$ cat config.mk
export PLATFORM = sky130hd
export DESIGN_NAME = nvm_image_cache
export DESIGN_NICKNAME = d
export VERILOG_FILES = /design/src/rtl/nvm_img_pkg.sv /design/src/rtl/nvm_img_store.sv /design/src/rtl/nvm_img_seq.sv /design/src/rtl/nvm_image_cache.sv
export SDC_FILE = /design/constraint.sdc
export NUM_CORES = 2
export LEC_CHECK = 0
export BUFFER_PORTS_ARGS = -buffer_cell sky130_fd_sc_hd__buf_2
export CORE_ASPECT_RATIO = 1.75
export CORE_MARGIN = 3
export CORE_UTILIZATION = 55
export DETAILED_ROUTE_END_ITERATION = 16
export GPL_TIMING_DRIVEN = 0
export PLACE_DENSITY = 0.74
export SYNTH_ARGS = -nofsm -noshare
export SYNTH_HDL_FRONTEND = slang
export SYNTH_HIERARCHICAL = 1
export SYNTH_SLANG_ARGS = --single-unit
$ cat constraint.sdc
create_clock -name clk -period 2.6 [get_ports clk]
set_input_delay 0.39 -clock clk [delete_from_list [all_inputs] [get_ports clk]]
set_output_delay 0.39 -clock clk [all_outputs]
set_load 0.05 [all_outputs]
$ cat src/rtl/nvm_img_pkg.sv
package nvm_img_pkg;

    localparam int WORD_W = 16;

    typedef logic [WORD_W-1:0] word_t;

    typedef enum logic [2:0] {
        ST_IDLE,
        ST_LOAD,
        ST_JUDGE,
        ST_SUM,
        ST_WRITE
    } seq_state_e;

    typedef struct packed {
        logic  done;
        word_t data;
    } lk_resp_t;

    function automatic logic sig_match(word_t w, word_t mask, word_t code);
        return (w & mask) == code;
    endfunction

endpackage

$ cat src/rtl/nvm_img_store.sv
module nvm_img_store
    import nvm_img_pkg::*;
#(
    parameter int    N_WORDS   = 64,
    parameter int    AW        = 6,
    parameter int    SIG_IDX   = 10,
    parameter word_t SIG_MASK  = 16'hC000,
    parameter word_t SIG_CODE  = 16'h4000,
    parameter int    BRD_LO    = 8,
    parameter int    BRD_HI    = 9
) (
    input  logic          clk,
    input  logic          rst,
    input  logic          wr_en,
    input  logic [AW-1:0] wr_addr,
    input  word_t         wr_data,
    input  logic          sig_clear,
    input  logic [AW-1:0] rd_addr,
    output word_t         rd_data,
    output logic          sig_valid,
    output logic [31:0]   brd_word
);

    word_t words_q [N_WORDS];

    always_ff @(posedge clk) begin
        if (rst) begin
            for (int i = 0; i < N_WORDS; i++) words_q[i] <= '0;
        end else begin
            if (wr_en) words_q[wr_addr] <= wr_data;
            if (sig_clear) words_q[SIG_IDX] <= words_q[SIG_IDX] & ~SIG_MASK;
        end
    end

    assign rd_data   = words_q[rd_addr];
    assign sig_valid = sig_match(words_q[SIG_IDX], SIG_MASK, SIG_CODE);
    assign brd_word  = sig_valid ? {words_q[BRD_HI], words_q[BRD_LO]} : 32'h0;

    // Clearing the signature always leaves the cache invalid
    assert_sig_clear_R3: assert property (@(posedge clk) disable iff (rst)
        sig_clear |=> !sig_valid);

endmodule

$ cat src/rtl/nvm_img_seq.sv
module nvm_img_seq
    import nvm_img_pkg::*;
#(
    parameter int    N_WORDS   = 64,
    parameter int    AW        = 6,
    parameter int    IW        = 7,
    parameter int    CK_IDX    = 63,
    parameter word_t SUM_CONST = 16'hBABA
) (
    input  logic          clk,
    input  logic          rst,
    input  logic          cmd_load,
    input  logic          cmd_update,
    input  logic          lk_req,
    input  logic [IW-1:0] lk_idx,
    input  logic          mem_gnt,
    input  word_t         mem_rdata,
    input  logic          sig_valid,
    input  word_t         rd_data,
    output logic          mem_req,
    output logic          mem_we,
    output logic [AW-1:0] mem_addr,
    output word_t         mem_wdata,
    output logic          st_wr_en,
    output logic [AW-1:0] st_wr_addr,
    output word_t         st_wr_data,
    output logic          sig_clear,
    output logic [AW-1:0] rd_addr,
    output logic          lk_done,
    output word_t         lk_data,
    output logic          busy,
    output logic          img_error
);

    localparam logic [AW-1:0] LAST_IDX = AW'(N_WORDS - 1);
    localparam logic [AW-1:0] CK_ADDR  = AW'(CK_IDX);
    localparam logic [AW-1:0] SUM_LAST = AW'(CK_IDX - 1);

    seq_state_e     state_q;
    logic [AW-1:0]  cnt_q;
    logic [AW-1:0]  idx_q;
    word_t          sum_q;
    logic           pend_q;
    logic           err_q;
    lk_resp_t       resp_q;
    logic           sum_ok;
    logic           oob;

    assign busy       = state_q != ST_IDLE;
    assign mem_req    = (state_q == ST_LOAD) || (state_q == ST_SUM) || (state_q == ST_WRITE);
    assign mem_we     = state_q == ST_WRITE;
    assign mem_addr   = mem_we ? CK_ADDR : cnt_q;
    assign mem_wdata  = mem_we ? SUM_CONST - sum_q : '0;
    assign st_wr_en   = (state_q == ST_LOAD) && mem_gnt;
    assign st_wr_addr = cnt_q;
    assign st_wr_data = mem_rdata;
    assign sum_ok     = sum_q == SUM_CONST;
    assign sig_clear  = ((state_q == ST_JUDGE) && !sum_ok) || ((state_q == ST_WRITE) && mem_gnt);
    assign rd_addr    = (state_q == ST_IDLE) ? lk_idx[AW-1:0] : idx_q;
    assign oob        = lk_idx >= IW'(N_WORDS);
    assign lk_done    = resp_q.done;
    assign lk_data    = resp_q.data;
    assign img_error  = err_q;

    always_ff @(posedge clk) begin
        if (rst) begin
            state_q <= ST_IDLE;
            cnt_q   <= '0;
            idx_q   <= '0;
            sum_q   <= '0;
            pend_q  <= 1'b0;
            err_q   <= 1'b0;
            resp_q  <= '0;
        end else begin
            resp_q.done <= 1'b0;
            unique case (state_q)
                ST_IDLE: begin
                    cnt_q <= '0;
                    sum_q <= '0;
                    if (cmd_load) begin
                        pend_q  <= 1'b0;
                        state_q <= ST_LOAD;
                    end else if (cmd_update) begin
                        state_q <= (CK_IDX == 0) ? ST_WRITE : ST_SUM;
                    end else if (lk_req) begin
                        if (oob) begin
                            resp_q <= '{done: 1'b1, data: '0};
                        end else if (sig_valid) begin
                            resp_q <= '{done: 1'b1, data: rd_data};
                        end else begin
                            pend_q  <= 1'b1;
                            idx_q   <= lk_idx[AW-1:0];
                            state_q <= ST_LOAD;
                        end
                    end
                end
                ST_LOAD: begin
                    if (mem_gnt) begin
                        sum_q <= sum_q + mem_rdata;
                        if (cnt_q == LAST_IDX) state_q <= ST_JUDGE;
                        else                   cnt_q   <= cnt_q + 1'b1;
                    end
                end
                ST_JUDGE: begin
                    err_q <= !(sum_ok && sig_valid);
                    if (pend_q) begin
                        resp_q <= '{done: 1'b1, data: (sum_ok && sig_valid) ? rd_data : '0};
                    end
                    pend_q  <= 1'b0;
                    state_q <= ST_IDLE;
                end
                ST_SUM: begin
                    if (mem_gnt) begin
                        sum_q <= sum_q + mem_rdata;
                        if (cnt_q == SUM_LAST) state_q <= ST_WRITE;
                        else                   cnt_q   <= cnt_q + 1'b1;
                    end
                end
                ST_WRITE: begin
                    if (mem_gnt) state_q <= ST_IDLE;
                end
                default: state_q <= ST_IDLE;
            endcase
        end
    end

    // An open request keeps its target until granted
    assert_req_hold_R1: assert property (@(posedge clk) disable iff (rst)
        (mem_req && !mem_gnt) |=> (mem_req && $stable(mem_addr) && $stable(mem_we) && $stable(mem_wdata)));

    // Loads walk the image in ascending order
    assert_load_order_R1: assert property (@(posedge clk) disable iff (rst)
        (state_q == ST_LOAD && mem_gnt && cnt_q != LAST_IDX) |=> (mem_addr == $past(mem_addr) + 1'b1));

    // Writes only ever target the checksum word
    assert_wr_target_R8: assert property (@(posedge clk) disable iff (rst)
        (mem_req && mem_we) |-> (mem_addr == CK_ADDR));

    // Out-of-range lookups answer zero on the next cycle
    assert_oob_zero_R5: assert property (@(posedge clk) disable iff (rst)
        (lk_req && !busy && oob && !cmd_load && !cmd_update) |=> (lk_done && lk_data == '0 && !mem_req));

    // Nothing is answered while a sequence is running
    assert_busy_quiet_R10: assert property (@(posedge clk) disable iff (rst)
        (busy && state_q != ST_JUDGE) |=> !lk_done);

endmodule

$ cat src/rtl/nvm_image_cache.sv
module nvm_image_cache
    import nvm_img_pkg::*;
#(
    parameter int    N_WORDS   = 64,
    parameter word_t SUM_CONST = 16'hBABA,
    parameter int    CK_IDX    = 63,
    parameter int    SIG_IDX   = 10,
    parameter word_t SIG_MASK  = 16'hC000,
    parameter word_t SIG_CODE  = 16'h4000,
    parameter int    BRD_LO    = 8,
    parameter int    BRD_HI    = 9,
    localparam int   AW        = $clog2(N_WORDS),
    localparam int   IW        = AW + 1
) (
    input  logic          clk,
    input  logic          rst,
    input  logic          cmd_load,
    input  logic          cmd_update,
    input  logic          lk_req,
    input  logic [IW-1:0] lk_idx,
    output logic          lk_done,
    output logic [15:0]   lk_data,
    output logic          busy,
    output logic          img_valid,
    output logic          img_error,
    output logic [31:0]   board_num,
    output logic          mem_req,
    output logic          mem_we,
    output logic [AW-1:0] mem_addr,
    output logic [15:0]   mem_wdata,
    input  logic          mem_gnt,
    input  logic [15:0]   mem_rdata
);

    logic          st_wr_en;
    logic [AW-1:0] st_wr_addr;
    word_t         st_wr_data;
    logic          sig_clear;
    logic [AW-1:0] rd_addr;
    word_t         rd_data;
    logic          sig_valid;

    nvm_img_seq #(
        .N_WORDS  (N_WORDS),
        .AW       (AW),
        .IW       (IW),
        .CK_IDX   (CK_IDX),
        .SUM_CONST(SUM_CONST)
    ) u_seq (
        .clk       (clk),
        .rst       (rst),
        .cmd_load  (cmd_load),
        .cmd_update(cmd_update),
        .lk_req    (lk_req),
        .lk_idx    (lk_idx),
        .mem_gnt   (mem_gnt),
        .mem_rdata (mem_rdata),
        .sig_valid (sig_valid),
        .rd_data   (rd_data),
        .mem_req   (mem_req),
        .mem_we    (mem_we),
        .mem_addr  (mem_addr),
        .mem_wdata (mem_wdata),
        .st_wr_en  (st_wr_en),
        .st_wr_addr(st_wr_addr),
        .st_wr_data(st_wr_data),
        .sig_clear (sig_clear),
        .rd_addr   (rd_addr),
        .lk_done   (lk_done),
        .lk_data   (lk_data),
        .busy      (busy),
        .img_error (img_error)
    );

    nvm_img_store #(
        .N_WORDS (N_WORDS),
        .AW      (AW),
        .SIG_IDX (SIG_IDX),
        .SIG_MASK(SIG_MASK),
        .SIG_CODE(SIG_CODE),
        .BRD_LO  (BRD_LO),
        .BRD_HI  (BRD_HI)
    ) u_store (
        .clk      (clk),
        .rst      (rst),
        .wr_en    (st_wr_en),
        .wr_addr  (st_wr_addr),
        .wr_data  (st_wr_data),
        .sig_clear(sig_clear),
        .rd_addr  (rd_addr),
        .rd_data  (rd_data),
        .sig_valid(sig_valid),
        .brd_word (board_num)
    );

    assign img_valid = sig_valid;

    // A granted write leaves the cache invalid on the next cycle
    assert_wr_inval_R9: assert property (@(posedge clk) disable iff (rst)
        (mem_req && mem_we && mem_gnt) |=> !img_valid);

endmodule

==> results.md <==
- Mapped Area: 50800 um2
- Port Buffers: 104
- Worst vdd ir: 0.622 mV
- Synth warnings: 6
- Pleak: 21.7 nW
- Rows: 146
- Core area: 91000 um2
- Pin count of the biggest net entering global routing: 17
- Power per standard cell area: 733 nW/um2
- Clk pwr share: 31.2%
- Avg Synthesized Cell Area: 14.3 um2
- CP Max Fanout: 8
- Total CTS buffers: 93
- CTS sink count: 1074
- Synthesized instance count: 3555
- Clk_lat worst skew: 720 ps
- Crit share post-route: 126%
- Worst Path Arrival: 3850 ps
- Setup crit end kind: flop
- Synth Flop Type: edfxtp_1
- Max stage delay on crit path: 640 ps
- Slew Viols, Final: 15
- Crit path kind: reg2reg
- Nets: 3963
- # H-tree levels: 3
- Gpl congestion: 0.998
- CP bufs+invs: 5
- Area leader, netlist: edfxtp_1
- Vias/cell: 6.38
- P&R area growth vs syn: 20.9%
- Failing checks: capacitance limit, slew limit, setup timing
- Synth area leaders: edfxtp_1, and2_1, mux4_2
- Final Hold Violating Endpoints: 0
- Max-Slew Margin vs Limit: -16.4%
- Die Y: 408 um
- Synth unique cells: 71
- Worst-Margin Slew: 1750 ps
- Dpl hpwl: 115000 um
- Sequential Power Share: 44.4%
- Maximum buffer depth of the clock tree: 3
- DRC: 0
- Initial core utilization: 55.8%
- Tot GR Track Use: 33.6%
- Startpoint types: flop
- Tmin final: 3260 ps
- Sequential-to-total area share from yosys stat: 62.6%
- Crit-path most repeated cell: buf_12
- Vias in the first global route: 32500
- Switching Share: 29.2%
- Post-DRT Antenna Nets: 0
- Final WS setup: -663 ps
- Outcome: finished, violations left
- Area fraction of the dominant cell type after synthesis: 60.6%
- Internal Power: 31.8 mW
- Die Wd: 236 um
- Die area: 96100 um2
- Max Cap Viol: 1
- Total grt overflow: 0
- Via count: 33000
- Worst EP required: 3180 ps
- Syn Nets: 3604
- Initial antenna violation count: 5
- WL final: 168000 um
- Clock transition at path regs: 70 ps
- Setup-failing EPs final: 85
- DRT iter0 DRCs: 4146
- Root buffer cell: clkbuf_16
- Ys async rst share: 0%
- First-pass GRT wire length: 229000 um
- Layout cells sized above 1: 31.3%
- Switching power: 13.1 mW
- Hold Path Class: in2reg
- Combinational Power Share: 24.4%
- EDFF count, synth: 1024
- Crit-path slowest cell: a311oi_4
- RSZ-0062 raised after global routing: true
- #FFs+latches synth: 1074
- Setup slack at placement: -1710 ps
- Total power: 45.0 mW
- Fin Clk Skew: 33.7 ps
- CTS tree: done
- Fmax: 306 MHz
- Drt first pass iters: 6
- I/O pin count: 105
- Delay-heaviest family, CP: compound AO/OA/AOI/OAI gates
- Critical-path cell list: nor3_4, buf_12, nand2_1, nand2_2, buf_8, buf_12, clkbuf_16, buf_4, mux2_2, o22ai_2, a31oi_1, a311oi_4, nor4_4, a22o_1
- Average wire per standard cell: 32.5 um
[metrics by stage]
step	instances	hold slack [ps]	cell area, um2	util (%)	setup TNS, ps
floorplan	3555	463	50800	-	-386
global placement	4843	474	52800	58.1	-1123490
detailed placement	4843	465	52800	58.1	-1193220
CTS	5071	9.83	58900	64.8	-595510
global route	5175	38.2	61400	67.5	-21430
finish	5176	39.3	61400	67.5	-11050
[layout by cell type (no fill, tap or decap), types with 54 or more instances in the layout]
cell type	n
and2_1	1058
nand2_1	68
clkbuf_16	108
or2_4	75
clkbuf_1	144
nor2_4	59
buf_2	88
clkbuf_2	54
buf_4	118
mux4_2	206
mux2_2	61
edfxtp_1	1024
mux2i_1	70
[cell families (layout without fill, tap and decap cells)]
group,count (synthesis),in the layout,share of synthesized area (%)
and+or+nand+nor,1446,1472,16.8
DFF,1074,1074,62.6
muxes,368,368,12.7
other,0,1,0
buffers and inverters,342,752,3.23
adders and majority gates,20,20,0.508
xor gates and xnor gates,27,27,0.466
AOI/OAI and AO/OA,278,278,3.73
[Yosys cell counts (13+ instances only)]
cell type and instances:
a211oi_1 49, a21oi_1 41, a22o_1 16, a22oi_1 15
a311oi_1 13, a31oi_1 16, and2_1 1062, buf_1 24
buf_2 37, buf_4 44, clkbuf_1 204, dfxtp_1 50
edfxtp_1 1024, ha_1 19, inv_1 14, mux2_2 76
mux2i_1 84, mux4_1 18, mux4_2 190, nand2_1 93
nand2b_1 13, nor2_1 134, nor4_1 14, o21ai_0 40
o22ai_1 37, or2_2 66, xnor2_1 16
[power by group through the flow]
stage	clock network, mW	registers (mW)	logic, mW
2_1_floorplan	0	20.2	4.58
3_3_place_gp	0	20.3	7.52
3_5_place_dp	0	20.3	7.56
4_1_cts	14.1	19.9	9.84
5_1_grt	14.8	20.0	11.1
6_report	14.0	20.0	11.0
[flip-flops by register name, indices dropped and copies added, names as in the netlist]
| signal | count |
|---|---|
| u_seq/idx_q | 6 |
| u_seq/img_error | 1 |
| u_seq/lk_data | 16 |
| u_seq/lk_done | 1 |
| u_seq/pend_q | 1 |
| u_seq/st_wr_addr | 6 |
| u_seq/state_q | 3 |
| u_seq/sum_q | 16 |
| u_store/words_q | 1024 |
[tightest hold or removal path, cell delays in order]
cell     delay, ps
buf_2          150
nand4_1        100
a21oi_1         60
[per-layer routing]
metal | GRT usage [%] | vias to the layer above | wire [um]
met3 | 6.34 | 644 | 14100
met4 | 29.3 | 6 | 19100
met5 | 0 | - | 44
met1 | 35.8 | 16600 | 51500
met2 | 56.9 | 2011 | 83700
li1 | - | 13700 | -
[layout make-up]
| type | instances | area [um2] |
|---|---|---|
| Sequential cell | 1074 | 31800 |
| Clock inverter | 60 | 548 |
| Multi-Input combinational cell | 2165 | 20200 |
| Fill cell | 6115 | 29600 |
| Tap cell | 1184 | 1480 |
| Clock buffer | 112 | 2470 |
| Buffer | 313 | 2340 |
| Antenna cell | 1 | 2.50 |
| Timing Repair Buffer | 251 | 2500 |
| Inverter | 16 | 81.3 |
[worst paths after layout]
path / endpoint / cells after the start / slack (ps) / start
worst min-delay path: u_seq/sum_q[0]$_SDFFE_PP0P_ / 3 / 40 / mem_gnt
worst min register to register: u_seq/lk_data[10]$_SDFFE_PP0P_ / 1 / 480 / u_seq/lk_data[10]$_SDFFE_PP0P_
worst max-delay path: u_seq/lk_data[5]$_SDFFE_PP0P_ / 14 / -660 / u_seq/state_q[1]$_SDFFE_PP0P_
worst max register to register: u_seq/lk_data[5]$_SDFFE_PP0P_ / 14 / -660 / u_seq/state_q[1]$_SDFFE_PP0P_
[what timing repair did]
item | in CTS | in global routing
setup endpoints to repair | 2015 | 2067
gates cloned | 16 | 31
hold buffers | 6 | 0
pin swaps | 80 | 90
endpoints found under the hold margin | 6 | 0
setup buffers | 40 | 83
gates resized for setup | 547 | 507
Note: power is estimated with default switching activity, not from simulation.
